==> config.mk <==
export PLATFORM = sky130hd
export DESIGN_NAME = ibyte_prefetch_queue
export DESIGN_NICKNAME = d
export VERILOG_FILES = /design/src/rtl/pfq_pkg.sv /design/src/rtl/pfq_ring.sv /design/src/rtl/pfq_fetch.sv /design/src/rtl/pfq_status.sv /design/src/rtl/ibyte_prefetch_queue.sv
export SDC_FILE = /design/constraint.sdc
export NUM_CORES = 1
export LEC_CHECK = 0
export BUFFER_PORTS_ARGS = -buffer_cell sky130_fd_sc_hd__buf_4
export CAP_MARGIN = 20
export CORE_MARGIN = 2
export CORE_UTILIZATION = 58
export CTS_CLUSTER_SIZE = 24
export DETAILED_ROUTE_END_ITERATION = 10
export GPL_ROUTABILITY_DRIVEN = 0
export PLACE_DENSITY = 0.81
export SYNTH_ARGS = -nofsm -noshare
export SYNTH_HDL_FRONTEND = slang
export SYNTH_SLANG_ARGS = --single-unit
==> constraint.sdc <==
create_clock -name clk -period 5.4 [get_ports clk]
set_input_delay 0.54 -clock clk [delete_from_list [all_inputs] [get_ports clk]]
set_output_delay 0.54 -clock clk [all_outputs]
set_load 0.02 [all_outputs]
==> src/rtl/pfq_pkg.sv <==
// Shared definitions for the instruction byte prefetch queue.
// Assumes: 2-bit status encoding is observed by logic outside the block.
package pfq_pkg;

    // Queue operation reported for the previous clock edge.
    typedef enum logic [1:0] {
        QS_IDLE  = 2'b00,
        QS_FIRST = 2'b01,
        QS_FLUSH = 2'b10,
        QS_NEXT  = 2'b11
    } qstat_e;

endpackage

==> src/rtl/pfq_ring.sv <==
// Byte ring buffer holding prefetched instruction bytes.
// Accepts zero, one or two bytes per cycle and releases at most one.
// A byte popped while the ring is empty is taken straight from the
// incoming bytes. Assumes the producer never offers more bytes than
// there are free slots, and DEPTH >= 3.
module pfq_ring #(
    parameter int unsigned DEPTH  = 6,
    parameter int unsigned BYTE_W = 8,
    localparam int unsigned IDX_W = $clog2(DEPTH),
    localparam int unsigned CNT_W = $clog2(DEPTH + 1)
) (
    input  logic              clk,
    input  logic              rst_n,
    input  logic              clear,
    input  logic [1:0]        push_n,
    input  logic [BYTE_W-1:0] push_lo,
    input  logic [BYTE_W-1:0] push_hi,
    input  logic              pop_req,
    output logic              pop_ok,
    output logic [BYTE_W-1:0] pop_byte,
    output logic [CNT_W-1:0]  level
);

    logic [BYTE_W-1:0] slots [DEPTH];
    logic [IDX_W-1:0]  head;
    logic [IDX_W-1:0]  tail;
    logic [IDX_W-1:0]  tail_p1;
    logic [IDX_W-1:0]  tail_p2;
    logic              has_old;
    logic              bypass;
    logic              pop_old;
    logic [1:0]        st_n;
    logic [BYTE_W-1:0] st_b0;
    logic [CNT_W-1:0]  level_nx;

    // Next slot index with wrap at DEPTH.
    function automatic logic [IDX_W-1:0] nxt(input logic [IDX_W-1:0] i);
        return (i == IDX_W'(DEPTH - 1)) ? '0 : i + 1'b1;
    endfunction

    // Decide where the popped byte comes from and what gets stored.
    always_comb begin
        has_old  = (level != '0);
        bypass   = pop_req && !has_old && (push_n != 2'd0);
        pop_ok   = pop_req && (has_old || (push_n != 2'd0));
        pop_old  = pop_ok && has_old;
        pop_byte = has_old ? slots[head] : push_lo;
        st_n     = bypass ? (push_n - 2'd1) : push_n;
        st_b0    = bypass ? push_hi : push_lo;
        tail_p1  = nxt(tail);
        tail_p2  = nxt(tail_p1);
        level_nx = level + {{(CNT_W-2){1'b0}}, st_n}
                         - {{(CNT_W-1){1'b0}}, pop_old};
    end

    // Per-slot write port: first stored byte at tail, second at tail+1.
    for (genvar g = 0; g < DEPTH; g++) begin : g_slot
        logic we0;
        logic we1;
        assign we0 = (st_n != 2'd0) && (tail == IDX_W'(g));
        assign we1 = (st_n == 2'd2) && (tail_p1 == IDX_W'(g));
        // Capture the byte assigned to this slot.
        always_ff @(posedge clk) begin
            if (we0) begin
                slots[g] <= st_b0;
            end else if (we1) begin
                slots[g] <= push_hi;
            end
        end
    end

    // Pointer and fill-level bookkeeping.
    always_ff @(posedge clk) begin
        if (!rst_n || clear) begin
            head  <= '0;
            tail  <= '0;
            level <= '0;
        end else begin
            if (pop_old) begin
                head <= nxt(head);
            end
            case (st_n)
                2'd1:    tail <= tail_p1;
                2'd2:    tail <= tail_p2;
                default: tail <= tail;
            endcase
            level <= level_nx;
        end
    end

    // the fill level never passes the capacity.
    p_level_cap_r3: assert property (@(posedge clk) disable iff (!rst_n)
        level <= CNT_W'(DEPTH));

    // the producer never offers more bytes than the free slots.
    p_room_r3: assert property (@(posedge clk) disable iff (!rst_n)
        (32'(level) + 32'(push_n)) <= DEPTH);

    // a clear leaves the ring empty on the next cycle.
    p_clear_empty_r5: assert property (@(posedge clk) disable iff (!rst_n)
        clear |=> (level == '0));

endmodule

==> src/rtl/pfq_fetch.sv <==
// Fetch pointer and bus request generation.
// Requests a word at an even pointer, a single upper-lane byte at an
// odd pointer, and only while enough slots are free. A redirect
// reloads the pointer and suppresses the request, which cancels a
// fetch waiting for its acknowledge.
module pfq_fetch #(
    parameter int unsigned DEPTH  = 6,
    parameter int unsigned BYTE_W = 8,
    parameter int unsigned ADDR_W = 16,
    parameter logic [ADDR_W-1:0] RESET_ADDR = 'h0100,
    localparam int unsigned CNT_W = $clog2(DEPTH + 1)
) (
    input  logic                clk,
    input  logic                rst_n,
    input  logic                redirect,
    input  logic [ADDR_W-1:0]   redirect_addr,
    input  logic [CNT_W-1:0]    level,
    output logic                bus_req,
    output logic [ADDR_W-1:0]   bus_addr,
    output logic                bus_single,
    input  logic                bus_ack,
    input  logic [2*BYTE_W-1:0] bus_data,
    output logic [1:0]          push_n,
    output logic [BYTE_W-1:0]   push_lo,
    output logic [BYTE_W-1:0]   push_hi
);

    logic [ADDR_W-1:0] ptr;
    logic [1:0]        need;
    logic [CNT_W-1:0]  free;
    logic              done;

    // Request sizing, room test and lane steering.
    always_comb begin
        need       = ptr[0] ? 2'd1 : 2'd2;
        free       = CNT_W'(DEPTH) - level;
        bus_req    = !redirect && (free >= {{(CNT_W-2){1'b0}}, need});
        done       = bus_req && bus_ack;
        push_n     = done ? need : 2'd0;
        push_lo    = ptr[0] ? bus_data[2*BYTE_W-1:BYTE_W] : bus_data[BYTE_W-1:0];
        push_hi    = bus_data[2*BYTE_W-1:BYTE_W];
        bus_addr   = ptr;
        bus_single = ptr[0];
    end

    // Fetch pointer: reset address, redirect target, or advance.
    always_ff @(posedge clk) begin
        if (!rst_n) begin
            ptr <= RESET_ADDR;
        end else if (redirect) begin
            ptr <= redirect_addr;
        end else if (done) begin
            ptr <= ptr + ADDR_W'(need);
        end
    end

    // a completed fetch moves the pointer by the bytes fetched.
    p_ptr_step_r12: assert property (@(posedge clk) disable iff (!rst_n)
        done |=> (ptr == $past(ptr) + ADDR_W'($past(need))));

    // a redirect loads the target address.
    p_redirect_load_r5: assert property (@(posedge clk) disable iff (!rst_n)
        redirect |=> (ptr == $past(redirect_addr)));

    // an odd pointer is always followed by an even one after a fetch.
    p_odd_realign_r4: assert property (@(posedge clk) disable iff (!rst_n)
        (done && ptr[0]) |=> !ptr[0]);

endmodule

==> src/rtl/pfq_status.sv <==
// Registered queue status code describing the last edge's operation.
// Assumes a redirect outranks a byte taken in the same cycle.
module pfq_status
    import pfq_pkg::*;
(
    input  logic       clk,
    input  logic       rst_n,
    input  logic       redirect,
    input  logic       took,
    input  logic       took_first,
    output logic [1:0] q_status
);

    qstat_e code;

    // Encode the operation committed at this edge.
    always_ff @(posedge clk) begin
        if (!rst_n) begin
            code <= QS_IDLE;
        end else if (redirect) begin
            code <= QS_FLUSH;
        end else if (took) begin
            code <= took_first ? QS_FIRST : QS_NEXT;
        end else begin
            code <= QS_IDLE;
        end
    end

    assign q_status = code;

endmodule

==> src/rtl/ibyte_prefetch_queue.sv <==
// Top of the instruction byte prefetch queue: a fetch pointer that
// keeps a six-byte store topped up from a 16-bit bus, a byte read port
// for the execution unit with empty-store forwarding, and a status
// code. Assumes fetch_data is valid in the cycle fetch_ack is high.
module ibyte_prefetch_queue
    import pfq_pkg::*;
#(
    parameter int unsigned DEPTH  = 6,
    parameter int unsigned BYTE_W = 8,
    parameter int unsigned ADDR_W = 16,
    parameter logic [ADDR_W-1:0] RESET_ADDR = 'h0100,
    localparam int unsigned WORD_W = 2 * BYTE_W,
    localparam int unsigned CNT_W  = $clog2(DEPTH + 1)
) (
    input  logic              clk,
    input  logic              rst_n,
    output logic              fetch_req,
    output logic [ADDR_W-1:0] fetch_addr,
    output logic              fetch_single,
    input  logic              fetch_ack,
    input  logic [WORD_W-1:0] fetch_data,
    input  logic              rd_req,
    input  logic              rd_first,
    output logic              rd_valid,
    output logic [BYTE_W-1:0] rd_byte,
    input  logic              redirect,
    input  logic [ADDR_W-1:0] redirect_addr,
    output logic [1:0]        q_status
);

    logic [CNT_W-1:0]  level;
    logic [1:0]        push_n;
    logic [BYTE_W-1:0] push_lo;
    logic [BYTE_W-1:0] push_hi;
    logic              pop_req;

    // A redirect blocks the read port for its cycle.
    assign pop_req = rd_req && !redirect;

    pfq_fetch #(
        .DEPTH      (DEPTH),
        .BYTE_W     (BYTE_W),
        .ADDR_W     (ADDR_W),
        .RESET_ADDR (RESET_ADDR)
    ) u_fetch (
        .clk           (clk),
        .rst_n         (rst_n),
        .redirect      (redirect),
        .redirect_addr (redirect_addr),
        .level         (level),
        .bus_req       (fetch_req),
        .bus_addr      (fetch_addr),
        .bus_single    (fetch_single),
        .bus_ack       (fetch_ack),
        .bus_data      (fetch_data),
        .push_n        (push_n),
        .push_lo       (push_lo),
        .push_hi       (push_hi)
    );

    pfq_ring #(
        .DEPTH  (DEPTH),
        .BYTE_W (BYTE_W)
    ) u_ring (
        .clk      (clk),
        .rst_n    (rst_n),
        .clear    (redirect),
        .push_n   (push_n),
        .push_lo  (push_lo),
        .push_hi  (push_hi),
        .pop_req  (pop_req),
        .pop_ok   (rd_valid),
        .pop_byte (rd_byte),
        .level    (level)
    );

    pfq_status u_stat (
        .clk        (clk),
        .rst_n      (rst_n),
        .redirect   (redirect),
        .took       (rd_valid),
        .took_first (rd_first),
        .q_status   (q_status)
    );

    // a read on an empty store with no fetch completing stalls.
    p_stall_empty_r6: assert property (@(posedge clk) disable iff (!rst_n)
        (rd_req && (level == '0) && !(fetch_req && fetch_ack)) |-> !rd_valid);

    // no word request unless two slots are free.
    p_word_room_r3: assert property (@(posedge clk) disable iff (!rst_n)
        (fetch_req && !fetch_single) |-> (32'(level) + 2 <= DEPTH));

    // an opening byte taken is reported as 01.
    p_stat_first_r9: assert property (@(posedge clk) disable iff (!rst_n)
        (rd_valid && rd_first) |=> (q_status == QS_FIRST));

    // a later byte taken is reported as 11.
    p_stat_next_r10: assert property (@(posedge clk) disable iff (!rst_n)
        (rd_valid && !rd_first) |=> (q_status == QS_NEXT));

    // a redirect is reported as 10 and blocks the read port.
    p_stat_flush_r11: assert property (@(posedge clk) disable iff (!rst_n)
        redirect |=> (q_status == QS_FLUSH));

    // with no read and no redirect the status returns to 00.
    p_stat_idle_r8: assert property (@(posedge clk) disable iff (!rst_n)
        (!rd_valid && !redirect) |=> (q_status == QS_IDLE));

endmodule

# After elaboration in Yosys (flattened, before gate mapping)
# Memories as Yosys holds them, arrays and structs flattened. A register that Yosys moved wholly into a read port is not among the register bits.
# Cells that the tools add are included.
[op_classes]
add_sub_neg = 8
n_lt_le_gt_ge = 1
eq_ne = 13
muxes = 65
bitwise = 8
n_reduce_logical = 36
[op_table]
columns = ["cell", "n"]
rows = [
  ["8-bit 2-to-1 mux", 13],
  ["1-bit 2-to-1 mux", 34],
  ["16-bit 2-to-1 mux", 2],
  ["8-bit OR reduction", 4],
  ["3-bit 2-to-1 mux", 9],
  ["1-bit logical AND", 19],
  ["16-bit by 2-bit adder with 16-bit output", 1],
  ["3-bit equality test (second input constant)", 5],
  ["3-bit by 2-bit equality test with 1-bit output (second input constant)", 4],
  ["2-bit 2-to-1 mux", 6],
  ["3-bit by 1-bit adder with 3-bit output (second input constant)", 3],
  ["2-bit nonzero test", 4],
  ["3-bit by 1-bit equality test with 1-bit output (second input constant)", 2],
  ["3-bit logical NOT", 2],
  ["1-bit OR", 6],
  ["3-bit one-hot mux with 2 select lines", 1],
  ["3-bit by 2-bit adder with 3-bit output", 1],
  ["3-bit by 2-bit >= comparator with 1-bit output", 1],
  ["1-bit logical NOT", 3],
  ["3-bit nonzero test", 1],
  ["3-bit OR reduction", 1],
  ["3-bit by 1-bit subtractor with 3-bit output", 1],
  ["3-bit subtractor (first input constant)", 1],
  ["2-bit by 1-bit equality test with 1-bit output (second input constant)", 1],
  ["4 further kinds", 6],
]
[word_totals]
regBits = 27
ramBits = 48
wordCells = 138
n_memories = 1
[memory_table]
columns = ["memory", "words", "word_bits", "read_ports", "rd_clocked_by_memory_dff", "write_ports", "line_no", "rtl"]
rows = [
  ["u_ring.slots", 6, 8, 1, 1, 2, "pfq_ring.sv:24", "logic [BYTE_W-1:0] slots [DEPTH];"],
]

# Longest topological paths before layout
[depth]
word_depth = 17
mapped_depth = 18
mapped_depth_nobuf = 16

# Modules after synthesis
# Synthesis repeated with hierarchy kept, for this count alone.
[unflattened]
cells_unflattened = 417
hier_area_um2 = 4719.5
[modules_own_cells]
columns = ["mod", "n_inst", "cells_per_inst", "area_each_um2", "seq_area_each_um2"]
rows = [
  ["pfq_ring", 1, 256, 3348.2, 1681.6],
  ["pfq_fetch", 1, 154, 1288.7, 320.3],
  ["pfq_status", 1, 6, 68.8, 40.0],
  ["ibyte_prefetch_queue", 1, 1, 13.8, 0.0],
]

# Least setup slack after synthesis
# No wires, ideal clock.
[synth_timing]
path_kind = "reg-to-reg"
from = "reg u_ring.level[0]"
to = "mem u_ring.slots[4][0] (enable)"
setup_ns = 0.398
arrival_time_ns = 3.915
setup_slack_ns = 1.087
path_stages_with_launch = 18
period_less_slack_ns = 4.313
cell_sequence = "dfxtp_1 -> inv_1 -> ha_1 -> inv_1 -> ha_1 -> inv_1 -> o211ai_1 -> nand4_1 -> ha_1 -> nor3_1 -> xor2_1 -> ha_1 -> buf_2 -> nand2_1 -> or3_1 -> clkbuf_1 -> clkbuf_1 -> o41ai_1"
[synth_rtl]
columns = ["item", "line_no", "rtl"]
rows = [
  ["from (decl)", "pfq_ring.sv:21", "output logic [CNT_W-1:0] level"],
  ["from (signal assigned)", "pfq_ring.sv:87", "level <= level_nx;"],
  ["to (decl)", "pfq_ring.sv:24", ""],
]

==> impl_results.md <==
* Status: finished, final reports clean
* Final setup fails at 0
* Syn Inst Count at 468
* Tot Pwr at 1.40 mW
* Wirelength per Cell at 19.2 um
* Element type at the critical path end: flop
* Max clock buf depth at 2
* First-pass GRT wire length at 19300 um
* Most frequent cells in the layout: buf_4, nor2_1, edfxtp_1, a21oi_1, mux2i_1
* Syn Std Cell Area at 0.00476 mm2
* Clock transition at path regs at 80 ps
* Compound-Gate Fraction of Synth Area at 0.154
* Largest net degree at the start of global routing at 26
* NetSw at 0.431 mW
* Hold Crit Class: in -> reg
* Setup Fix Bufs, Post-CTS at 0
* Worst clock skew at 16.2 ps
* Number of max-cap violations at 0
* Sink Count at 78
* Sum Neg Setup Slack at 0 ps
* Layout Nets at 575
* Skew-Pair Late Insertion Delay at 350 ps
* GRT overflow at 0
* Asr flop ratio synth at 0
* Worst Setup SP: u_fetch.bus_addr[0]
* Critical Path RT at 5460 ps
* Clock tree from TritonCTS: built
* Sequential Power Share at 0.495
* Sequential area share after synthesis at 0.429
* H-tree Lvls at 3
* Die Wd at 94.6 um
* Post-CTS resize count at 0
* DR DRC count at 0
* Crit Path Class: reg -> reg
* Root Driver: clkbuf_8
* Layout cells sized above 1 at 0.211
* Largest family of logic cells by synthesized area: compound AO/OA/AOI/OAI gates
* Adder-cell share of the synthesized area at 0.0463
* Most common cell after layout, fill and taps aside: buf_4
* Combinational Power Share at 0.231
* Gr usage total at 0.283
* Post-DP Area at 0.00527 mm2
* YS warnings at 0
* Sw Ratio at 0.308
* Maximum fanout along the worst path at 19
* N_diodes at 0
* Row cnt at 33
* Initial Utilization at 0.588
* Post-Syn Nets at 523
* Layout area overhead at 14.7%
* Mux contribution to synthesized area at 0.152
* CTS Buf Count at 9
* Primary FF master, synth: edfxtp_1
* DR pass1 iterations at 5
* Design area at 0.00546 mm2
* Synth Area in XOR/XNOR at 0.0147
* CTS hold repair buffers at 0
* First-iteration detailed-routing DRC count at 399
* CP arrival at 4820 ps
* Simple-gate share of the synthesized area at 0.150
* Int Pwr at 0.971 mW
* Final ANT Viol Nets at 0
* Core Area at 0.00809 mm2
* Static Leak at 2.01 nW
* Slew headroom at 0.274
* Crit start category: flop
* Boundary pin count at 67
* Vias in the first global route at 3782
* DR vias at 3965
* Unrepaired setup endpoints after global routing: no
* Post-Layout Cell Count at 630
* Final hold vios at 0
* Max Clock Freq at 210 MHz
* DP Cell Count at 612
* Post-synth EDFFs at 48
* PortBufs at 66
* Cell variety after synth at 54
* Power Density at 257 mW/mm2
* Via/cell ratio at 6.29
* Flops & latches, synth at 78
* DP Wirelength at 8800 um
* Post-Syn Area per Cell at 10.2 um2
* Antenna violations before repair at 0
* Min-Delay Startpoint: redirect_addr[1]
* Max-slew violation count at 0
* Die height at 94.6 um
* Worst slew pin tran at 1090 ps
* Crit share post-route at 0.880
* Clk pwr share at 0.274
* Die ar. at 0.00894 mm2
* R2R Path Start: u_fetch.bus_addr[0]
* Max VDD drop at 162 uV
* Period minus WS final at 4750 ps
* Routed WL at 12100 um
==> metal layers <==
layer	vias to the layer above	routed length, um	track usage
met5	-	0	0
met4	0	291	0.104
met3	26	1060	0.0431
met2	207	5950	0.468
met1	1888	4790	0.382
li1	1844	-	-
==> cell type report <==
type                    count  area, um2
repair buffers             75        566
inverters                  25       93.8
clock buffers              10        128
flip-flops and latches     78       2040
clock inverters             6       40.0
fillers                   676       2640
well taps                 105        131
multi-input cells         331       2460
==> final timing paths <==
check,slack [ps],cells after the start,to
worst max-delay path,650,12,u_ring.slots[4][6]
worst min-delay path,460,3,u_fetch.bus_addr[1]
worst max register to register,650,12,u_ring.slots[4][6]
worst min register to register,490,2,u_ring.head[1]
==> sequential cells by signal, indices dropped and copies added (netlist names), named ones only <==
name              count
u_ring.level          3
u_ring.tail           3
u_stat.q_status       2
u_ring.slots         48
u_ring.head           3
u_fetch.bus_addr     16
==> power by group through the flow <==
stage / sequential (mW) / combinational [mW] / clock (mW)
global placement: 0.706 / 0.305 / 0
CTS: 0.693 / 0.318 / 0.391
floorplan: 0.704 / 0.204 / 0
finish: 0.693 / 0.324 / 0.385
global route: 0.696 / 0.351 / 0.412
detailed placement: 0.707 / 0.318 / 0
==> synth_stat cells (9+ instances only) <==
| master | instances | area [um2] |
|---|---|---|
| ha_1 | 16 | 200 |
| o211ai_1 | 12 | 90.1 |
| nand2_1 | 21 | 78.8 |
| o31ai_1 | 9 | 67.6 |
| mux2i_1 | 35 | 350 |
| edfxtp_1 | 48 | 1440 |
| nand4_1 | 12 | 75.1 |
| clkbuf_1 | 18 | 67.6 |
| inv_1 | 25 | 93.8 |
| buf_2 | 11 | 55.1 |
| a21oi_1 | 43 | 215 |
| dfxtp_1 | 30 | 601 |
| o21ai_0 | 20 | 100 |
| nor2_1 | 51 | 191 |
==> metrics by stage <==
| stage | hold WS (ps) | setup WS, ps | util |
|---|---|---|---|
| CTS | 457 | 727 | 0.672 |
| floorplan | 455 | 1090 | - |
| finish | 463 | 646 | 0.674 |
| global route | 456 | 297 | 0.674 |
| detailed placement | 479 | 740 | 0.651 |
| global placement | 471 | 921 | 0.650 |
==> cells by family (layout without fill, tap and decap cells) <==
family	after synthesis	in the layout
compound gates	115	115
xor+xnor	8	8
fa+ha+maj	17	17
buf+inv	59	116
flops	78	78
mux	52	52
simple gates	139	139
==> worst max-delay path: stages, from the launching register on <==
cell and delay [ps]:
dfxtp_1 900, ha_1 270, inv_1 50, o211ai_1 280
nand4_1 240, ha_1 350, nor3_1 530, xor2_1 350
ha_1 380, nand2_1 140, or3_1 580, o41ai_1 160
buf_4 240
No activity file was read; power rests on OpenSTA's default activity.
